## config.mk

```make
export PLATFORM = sky130hd
export DESIGN_NAME = stp_nt_unit
export DESIGN_NICKNAME = d
export VERILOG_FILES = /design/src/rtl/stp_pkg.sv /design/src/rtl/stp_decode.sv /design/src/rtl/stp_addr_gen.sv /design/src/rtl/stp_data_pack.sv /design/src/rtl/stp_nt_unit.sv
export SDC_FILE = /design/constraint.sdc
export NUM_CORES = 1
export LEC_CHECK = 0
export BUFFER_PORTS_ARGS = -buffer_cell sky130_fd_sc_hd__buf_2
export CORE_AREA = 2 2 316 318
export DETAILED_ROUTE_END_ITERATION = 16
export DIE_AREA = 0 0 318 320
export GPL_TIMING_DRIVEN = 1
export SLEW_MARGIN = 20
export SYNTH_ARGS = -nofsm -noshare
export SYNTH_HDL_FRONTEND = slang
export SYNTH_SLANG_ARGS = --single-unit
```

## constraint.sdc

```tcl
create_clock -name clk -period 17.9 [get_ports clk]
set_input_delay 3.58 -clock clk [delete_from_list [all_inputs] [get_ports clk]]
set_output_delay 3.58 -clock clk [all_outputs]
set_load 0.005 [all_outputs]
```

## src/rtl/stp_pkg.sv

```systemverilog
package stp_pkg;
  localparam int INSTR_W = 32;
  localparam int IDX_W   = 5;
  localparam logic [7:0] FIXED_PATTERN = 8'b10110000;
  localparam logic [IDX_W-1:0] SP_INDEX = 5'd31;

  typedef struct packed {
    logic [1:0]       size;
    logic [6:0]       imm;
    logic [IDX_W-1:0] rb;
    logic [IDX_W-1:0] rbase;
    logic [IDX_W-1:0] ra;
    logic             undef;
  } dec_t;
endpackage

```

## src/rtl/stp_decode.sv

```systemverilog
module stp_decode
  import stp_pkg::*;
(
  input  logic [INSTR_W-1:0] instr,
  output dec_t               dec
);
  logic fixed_ok;
  logic size_ok;

  always_comb begin
    fixed_ok    = (instr[29:22] == FIXED_PATTERN);
    size_ok     = (instr[31:30] != 2'b11);
    dec.size    = instr[31:30];
    dec.imm     = instr[21:15];
    dec.rb      = instr[14:10];
    dec.rbase   = instr[9:5];
    dec.ra      = instr[4:0];
    dec.undef   = !(fixed_ok && size_ok);
  end
endmodule

```

## src/rtl/stp_addr_gen.sv

```systemverilog
module stp_addr_gen
  import stp_pkg::*;
#(
  parameter int ADDR_W  = 64,
  parameter int ALIGN_B = 16
) (
  input  logic [IDX_W-1:0]  rbase,
  input  logic [6:0]        imm,
  input  logic [1:0]        size,
  input  logic [ADDR_W-1:0] gpr_val,
  input  logic [ADDR_W-1:0] sp_val,
  input  logic              check_en,
  output logic [ADDR_W-1:0] addr,
  output logic              tagchk,
  output logic              misaligned
);
  localparam int ALIGN_BITS = $clog2(ALIGN_B);

  logic              use_sp;
  logic [ADDR_W-1:0] base;
  logic [ADDR_W-1:0] offs_ext;
  logic [ADDR_W-1:0] offs;
  logic [2:0]        shamt;

  always_comb begin
    use_sp     = (rbase == SP_INDEX);
    base       = use_sp ? sp_val : gpr_val;
    offs_ext   = {{(ADDR_W-7){imm[6]}}, imm};
    shamt      = 3'd2 + {1'b0, size};
    offs       = offs_ext << shamt;
    addr       = base + offs;
    tagchk     = !use_sp;
    misaligned = use_sp && check_en && (sp_val[ALIGN_BITS-1:0] != '0);
  end
endmodule

```

## src/rtl/stp_data_pack.sv

```systemverilog
module stp_data_pack #(
  parameter int VREG_W = 128,
  parameter int BUS_W  = 2 * VREG_W,
  parameter int CNT_W  = $clog2(BUS_W / 8) + 1
) (
  input  logic [VREG_W-1:0] elem_a,
  input  logic [VREG_W-1:0] elem_b,
  input  logic [1:0]        size,
  input  logic              swap,
  output logic [BUS_W-1:0]  data,
  output logic [BUS_W/8-1:0] be,
  output logic [CNT_W-1:0]  nbytes
);
  localparam int BUS_B  = BUS_W / 8;
  localparam int NSIZES = 3;

  logic [VREG_W-1:0] first;
  logic [VREG_W-1:0] second;
  logic [BUS_W-1:0]  cand_data [NSIZES];
  logic [BUS_B-1:0]  cand_be   [NSIZES];
  logic [CNT_W-1:0]  cand_cnt  [NSIZES];

  assign first  = swap ? elem_b : elem_a;
  assign second = swap ? elem_a : elem_b;

  for (genvar k = 0; k < NSIZES; k++) begin : g_size
    localparam int W  = VREG_W >> (NSIZES - 1 - k);
    localparam int PB = (2 * W) / 8;
    assign cand_data[k] = ({{(BUS_W-W){1'b0}}, second[W-1:0]} << W)
                        | {{(BUS_W-W){1'b0}}, first[W-1:0]};
    assign cand_be[k]   = {BUS_B{1'b1}} >> (BUS_B - PB);
    assign cand_cnt[k]  = CNT_W'(PB);
  end

  always_comb begin
    case (size)
      2'd0: begin data = cand_data[0]; be = cand_be[0]; nbytes = cand_cnt[0]; end
      2'd1: begin data = cand_data[1]; be = cand_be[1]; nbytes = cand_cnt[1]; end
      2'd2: begin data = cand_data[2]; be = cand_be[2]; nbytes = cand_cnt[2]; end
      default: begin data = '0; be = '0; nbytes = '0; end
    endcase
  end
endmodule

```

## src/rtl/stp_nt_unit.sv

```systemverilog
module stp_nt_unit
  import stp_pkg::*;
#(
  parameter int ADDR_W  = 64,
  parameter int VREG_W  = 128,
  parameter int ALIGN_B = 16,
  parameter int BUS_W   = 2 * VREG_W,
  parameter int BUS_B   = BUS_W / 8,
  parameter int CNT_W   = $clog2(BUS_B) + 1
) (
  input  logic              clk,
  input  logic              rst,
  input  logic              in_valid,
  output logic              in_ready,
  input  logic [31:0]       in_instr,
  input  logic              big_endian,
  input  logic              sp_check_en,
  input  logic [ADDR_W-1:0] sp_value,
  output logic [4:0]        gpr_raddr,
  input  logic [ADDR_W-1:0] gpr_rdata,
  output logic [4:0]        vr_raddr_a,
  input  logic [VREG_W-1:0] vr_rdata_a,
  output logic [4:0]        vr_raddr_b,
  input  logic [VREG_W-1:0] vr_rdata_b,
  output logic              req_valid,
  input  logic              req_ready,
  output logic [ADDR_W-1:0] req_addr,
  output logic [CNT_W-1:0]  req_bytes,
  output logic [BUS_W-1:0]  req_data,
  output logic [BUS_B-1:0]  req_be,
  output logic              req_nontemporal,
  output logic              req_tagchk,
  output logic              evt_undef,
  output logic              evt_sp_fault
);
  dec_t              dec;
  logic [ADDR_W-1:0] addr_c;
  logic              tag_c;
  logic              misal_c;
  logic [BUS_W-1:0]  data_c;
  logic [BUS_B-1:0]  be_c;
  logic [CNT_W-1:0]  cnt_c;
  logic              accept;
  logic              issue;

  stp_decode u_dec (
    .instr (in_instr),
    .dec   (dec)
  );

  assign gpr_raddr  = dec.rbase;
  assign vr_raddr_a = dec.ra;
  assign vr_raddr_b = dec.rb;

  stp_addr_gen #(.ADDR_W(ADDR_W), .ALIGN_B(ALIGN_B)) u_addr (
    .rbase      (dec.rbase),
    .imm        (dec.imm),
    .size       (dec.size),
    .gpr_val    (gpr_rdata),
    .sp_val     (sp_value),
    .check_en   (sp_check_en),
    .addr       (addr_c),
    .tagchk     (tag_c),
    .misaligned (misal_c)
  );

  stp_data_pack #(.VREG_W(VREG_W), .BUS_W(BUS_W), .CNT_W(CNT_W)) u_pack (
    .elem_a (vr_rdata_a),
    .elem_b (vr_rdata_b),
    .size   (dec.size),
    .swap   (big_endian),
    .data   (data_c),
    .be     (be_c),
    .nbytes (cnt_c)
  );

  assign in_ready = !req_valid || req_ready;
  assign accept   = in_valid && in_ready;
  assign issue    = accept && !dec.undef && !misal_c;

  // control path: reset
  always_ff @(posedge clk) begin
    if (rst) begin
      req_valid    <= 1'b0;
      evt_undef    <= 1'b0;
      evt_sp_fault <= 1'b0;
    end else begin
      evt_undef    <= accept && dec.undef;
      evt_sp_fault <= accept && !dec.undef && misal_c;
      if (accept)         req_valid <= issue;
      else if (req_ready) req_valid <= 1'b0;
    end
  end

  // data path: load-enabled, no reset
  always_ff @(posedge clk) begin
    if (issue) begin
      req_addr        <= addr_c;
      req_bytes       <= cnt_c;
      req_data        <= data_c;
      req_be          <= be_c;
      req_tagchk      <= tag_c;
      req_nontemporal <= 1'b1;
    end
  end
endmodule

```

* Word level (Yosys, flattened, before mapping)
Cells that the tools add are included.
** Storage, ports and cells
- Register bits after elaboration :: 362
- Bits in latches :: 0
- Bits in writable memories :: 0
- Bits in read-only memories :: 0
- Input bits :: 422
- Word-level logic and storage cells :: 43
- Memories :: 0
** Cells by class
- Add/subtract/negate cells :: 2
- Multipliers :: 0
- Divide/modulo/power cells :: 0
- Order comparisons :: 0
- Equality and inequality tests :: 5
- Shift-type cells :: 1
- Muxes and demuxes :: 8
- Bitwise operators :: 3
- Reduce and logical (&&, ||, !) cells :: 16
** Operators with widths (count)
- 256-bit one-hot mux with 3 select lines :: 1
- 128-bit two-way mux :: 2
- 256-bit by 128-bit OR with 256-bit output :: 1
- 128-bit by 64-bit OR with 128-bit output :: 1
- 32-bit one-hot mux with 3 select lines :: 1
- 64-bit adder :: 1
- 64-bit two-way mux :: 1
- 64-bit by 32-bit OR with 64-bit output :: 1
- 64-bit by 3-bit left shift with 64-bit output :: 1
- 6-bit one-hot mux with 3 select lines :: 1
- 8-bit == test (second input constant) :: 1
- 1-bit logical AND :: 8
- 5-bit == test (second input constant) :: 1
- 1-bit logical NOT :: 4
- 4-bit nonzero test :: 1
- 2-bit by 2-bit adder with 3-bit output (first input constant) :: 1
- 2-bit by 1-bit == test with 1-bit output (second input constant) :: 1
- 2-bit == test (second input constant) :: 1
- 2-bit logical NOT :: 1
- 1-bit two-way mux :: 2
- 2-bit inequality test (second input constant) :: 1
- 2-bit nonzero test :: 1
- 1-bit logical OR :: 1

* Depth between registers and ports, before layout
- Depth after elaboration :: 6
- Gate-level depth with buffers :: 16
- Depth with buffers taken out :: 14

* Hierarchy
A second synthesis with hierarchy kept.
** Unflattened totals
- Cells, all modules :: 1676
- Area total of the unflattened synthesis :: 20671.1 µm²
** By module, submodules not included
- stp_nt_unit :: times used 1, cells an instance 372, area each 10943.0 µm², seq. area each 10840.4 µm²
- stp_addr_gen :: times used 1, cells an instance 646, area each 4798.4 µm², seq. area each 0.0 µm²
- stp_data_pack :: times used 1, cells an instance 630, area each 4713.3 µm², seq. area each 0.0 µm²
- stp_decode :: times used 1, cells an instance 28, area each 216.5 µm², seq. area each 0.0 µm²

* Worst setup path before layout
Ideal clock, no wire load.
- Path type :: input to register
- From :: in in_instr[30]
- To :: reg req_addr[0], enable pin
- Library setup time :: 0.676 ns
- Arrival time :: 10.799 ns
- Data required time :: 17.224 ns
- Setup slack :: 6.426 ns
- Cell stages on the path :: 6
- Cells stage by stage :: ha_1 > clkbuf_1 > nor3_1 > nand2_1 > or3_1 > inv_1
** On the way
- Word-level cells in the longest chain between the ends :: 4
** Ends and longest elaborated chain
- start, declared :: line stp_nt_unit.sv:15 : input logic [31:0] in_instr,
- 2-bit inequality test :: line stp_decode.sv:12 : size_ok = (instr[31:30] != 2'b11);
- 1-bit logical AND :: line stp_decode.sv:18 : dec.undef = !(fixed_ok && size_ok);
- 1-bit logical AND (2 in series) :: line stp_nt_unit.sv:79 : assign issue = accept && !dec.undef && !misal_c;
- named net issue :: line stp_nt_unit.sv:44 : logic issue;
- end signal, assigned :: line stp_nt_unit.sv:98 : req_addr <= addr_c;
- end, declared :: line stp_nt_unit.sv:27 : output logic [ADDR_W-1:0] req_addr,
The timed path passes the listed nets, and every way through them passes these cells.
A chain may end at the register's enable or synchronous reset.

* Worst setup path after layout
- From :: in in_instr[7]
- To :: reg req_addr[63] (data pin)
** On the way
- Word-level cells in the longest chain between the ends :: 3
** Ends and longest elaborated chain
- 5-bit == test :: line stp_addr_gen.sv:26 : use_sp = (rbase == SP_INDEX);
- 64-bit two-way mux :: line stp_addr_gen.sv:27 : base = use_sp ? sp_val : gpr_val;
- 64-bit adder :: line stp_addr_gen.sv:31 : addr = base + offs;
- named net addr_c[63] :: line stp_nt_unit.sv:37 : logic [ADDR_W-1:0] addr_c;
The timed path passes the listed nets, and every way through them passes these cells.

==> flow_metrics.py <==
metrics = {
    "outcome": {
        "outcome": "completed",
    },
    "global_routing": {
        "grt_pass1_wl_um": 127300,
        "grtUsageTotal_pct": 17.36,
        "overflow": 0,
        "grt_max_degree": 86,
        "grt_pass1_vias": 17120,
        "antenna_found_initial": 47,
    },
    "drt": {
        "drtPass1Iterations": 5,
        "drtIter0Drc": 1443,
        "ant_nets": 0,
        "avgViaCountPerCell": 4.599,
        "detail_route.wirelength_um": 92290,
        "routedWlPerCell_um": 24.22,
        "route.detailed.drc": 0,
        "num_vias": 17530,
    },
    "die": {
        "die_w_um": 318,
        "die_h_um": 320,
        "dieArea_sq_mm": 0.1018,
        "pin_count": 801,
        "coreArea_sq_mm": 0.09799,
        "rows": 115,
        "initial_utilization_pct": 20.44,
    },
    "cts": {
        "postCtsHoldBufs": 0,
        "cts_resized": 0,
        "root_buffer": "clkbuf_16",
        "insertion_delay_ns": 0.60,
        "clk_pin_slew_worst_paths_ns": 0.06,
        "clockBufferDepth": 3,
        "cts.sinks": 329,
        "htreeDepth": 2,
        "cts_tree": "yes",
        "numCtsBuffers": 42,
        "post_cts_buffers": 0,
    },
    "synth": {
        "ys_types": 64,
        "yosys-top-cells-area": "edfxtp_1 49%, mux2_2 9.8%, mux2i_1 7.4%",
        "async_reset_ff_share_pct": 0,
        "synthCells": 1803,
        "synth-edff-count": 326,
        "ys.flop_type": "edfxtp_1",
        "synth_top_area_cell": "edfxtp_1",
        "synth_top_cell_area_share_pct": 48.88,
        "ys_warn_count": 0,
        "synth.cell_area_sq_mm": 0.02003,
        "synth.yosys.seq_area_share_pct": 49.18,
        "avgSynthCellArea_sq_um": 11.11,
        "synth_seq_cells": 329,
    },
    "place": {
        "placed_area_sq_mm": 0.02495,
        "numPortBuffers": 776,
        "pre_cts_ws_ns": 9.795,
        "place_hpwl_um": 72840,
        "place_congestion": 0.9208,
    },
    "sta": {
        "hold_viol": 0,
        "min_period_ns": 7.574,
        "setup_tns_ns": 0,
        "slew_violations": 0,
        "setup_ws_ns": 10.33,
        "fin_skew_ns": 0.01514,
        "finalSetupViolCount": 0,
        "max_freq_mhz": 132.0,
        "worst_slew_pin_slew_ns": 1.063,
        "finalCritPeriodShare_pct": 42.31,
        "max_slew_margin_pct": 29.13,
        "rsz0062_at_grt": "no",
    },
    "worst_setup_path": {
        "cp.required_ns": 18.23,
        "arrival_ns": 7.91,
        "worstSetupPathType": "in2reg",
        "start_kind": "primary input",
        "critPathCaptureType": "flop",
        "reg2reg_from": "req_valid",
        "crit_fanout": 39,
        "cp-startpoint": "in_instr[7]",
    },
    "power_and_ir_drop": {
        "ir_worst_vdd_uv": 65.27,
        "power.leakage_nw": 10.34,
        "powerDensity_mw_per_mm2": 81.52,
    },
    "final_layout": {
        "area_growth_pct": 31.70,
        "drive_above_1_share_pct": 41.91,
        "fin_nets": 2975,
        "fin_area_sq_mm": 0.02638,
    },
    "min_path": {
        "min_path_type": "reg2reg",
        "holdCritStartpoint": "req_valid",
    },
    "run": {
        "maxCapViolCount": 0,
    },
}
registers in the layout, indices dropped and copies added, names as in the netlist:
register / count
req_be: 3
req_tagchk: 1
evt_undef: 1
req_bytes: 2
req_valid: 1
req_addr: 64
req_data: 256
evt_sp_fault: 1
synthesized netlist by cell type (38+ instances only):
cell type	count
mux2i_1	149
a22oi_1	46
xnor2_1	38
and3_1	50
nand2_1	83
buf_4	49
o21ai_0	42
edfxtp_1	326
mux2_2	174
nor2_1	268
ha_1	74
a21oi_1	124
clkbuf_1	89
layer usage:
metal	vias up	part of all wire (%)	GRT usage, %
met3	148	7.1	3.920
li1	7974	-	-
met4	10	3.1	4.910
met5	-	0.085	0
met1	8527	41	21.53
met2	866	48	30.07
cells by family after synthesis:
group	after synthesis	synth area share (%)
compound gates	324	10.19
xor+xnor	62	2.711
fa+ha+maj	75	4.723
buf+inv	185	4.435
flops	329	49.18
mux	325	17.45
other cells	2	0.03750
simple gates	501	11.28
per-stage QoR:
step | cells | power [mW] | hold WS, ns | util, %
after floorplan | 1808 | 1.122 | 0.5272 | -
after global placement | 3721 | 1.273 | 0.5380 | 25.46
after detailed placement | 3721 | 1.276 | 0.5414 | 25.46
after CTS | 3797 | 2.178 | 0.5532 | 26.88
after global routing | 3802 | 2.240 | 0.5822 | 26.90
final | 3811 | 2.151 | 0.5582 | 26.92
cells in the final DEF, fill, tap and decap left out, types with 43 or more instances in the layout:
cell / Yosys / routed
buf_2: 8 / 775
edfxtp_1: 326 / 326
nor2_1: 268 / 267
mux2_2: 174 / 174
mux2i_1: 149 / 149
a21oi_1: 124 / 124
nand2_1: 83 / 82
ha_1: 74 / 70
and3_1: 50 / 50
a22oi_1: 46 / 46
clkbuf_16: 0 / 43
layout make-up:
type                    count  area [sq um]
clock inverters            24         285.3
multi-input cells        1294          9392
flip-flops and latches    329          9849
inverters                  18         76.32
fillers                 10450         71610
repair buffers            793          4021
diodes                     14         35.03
clock buffers              52          1110
well taps                1287          1610
worst max-delay path, cell delays in order:
cell	delay (ns)
buf_2	0.10
and3_1	0.20
nand3_4	0.34
buf_4	0.53
mux2_2	0.40
ha_1	0.40
o21ai_0	0.12
a21oi_1	0.22
o21ai_1	0.14
o21ai_1	0.19
a21oi_1	0.13
o31ai_2	0.66
a31oi_1	0.34
o31ai_1	0.36
xnor2_1	0.10
worst paths after layout:
kind | to | slack [ns] | cells after the start
worst max-delay path | req_addr[63] | 10.33 | 15
worst min-delay path | req_valid | 0.56 | 2
worst max register to register | req_data[235] | 14.61 | 6
worst min register to register | req_valid | 0.56 | 2
power by group:
group          internal [mW]  switching, mW
Sequential             0.859       0.000472
Clock                  0.527          0.364
Combinational          0.163          0.237
(Power assumes the default switching activity.)
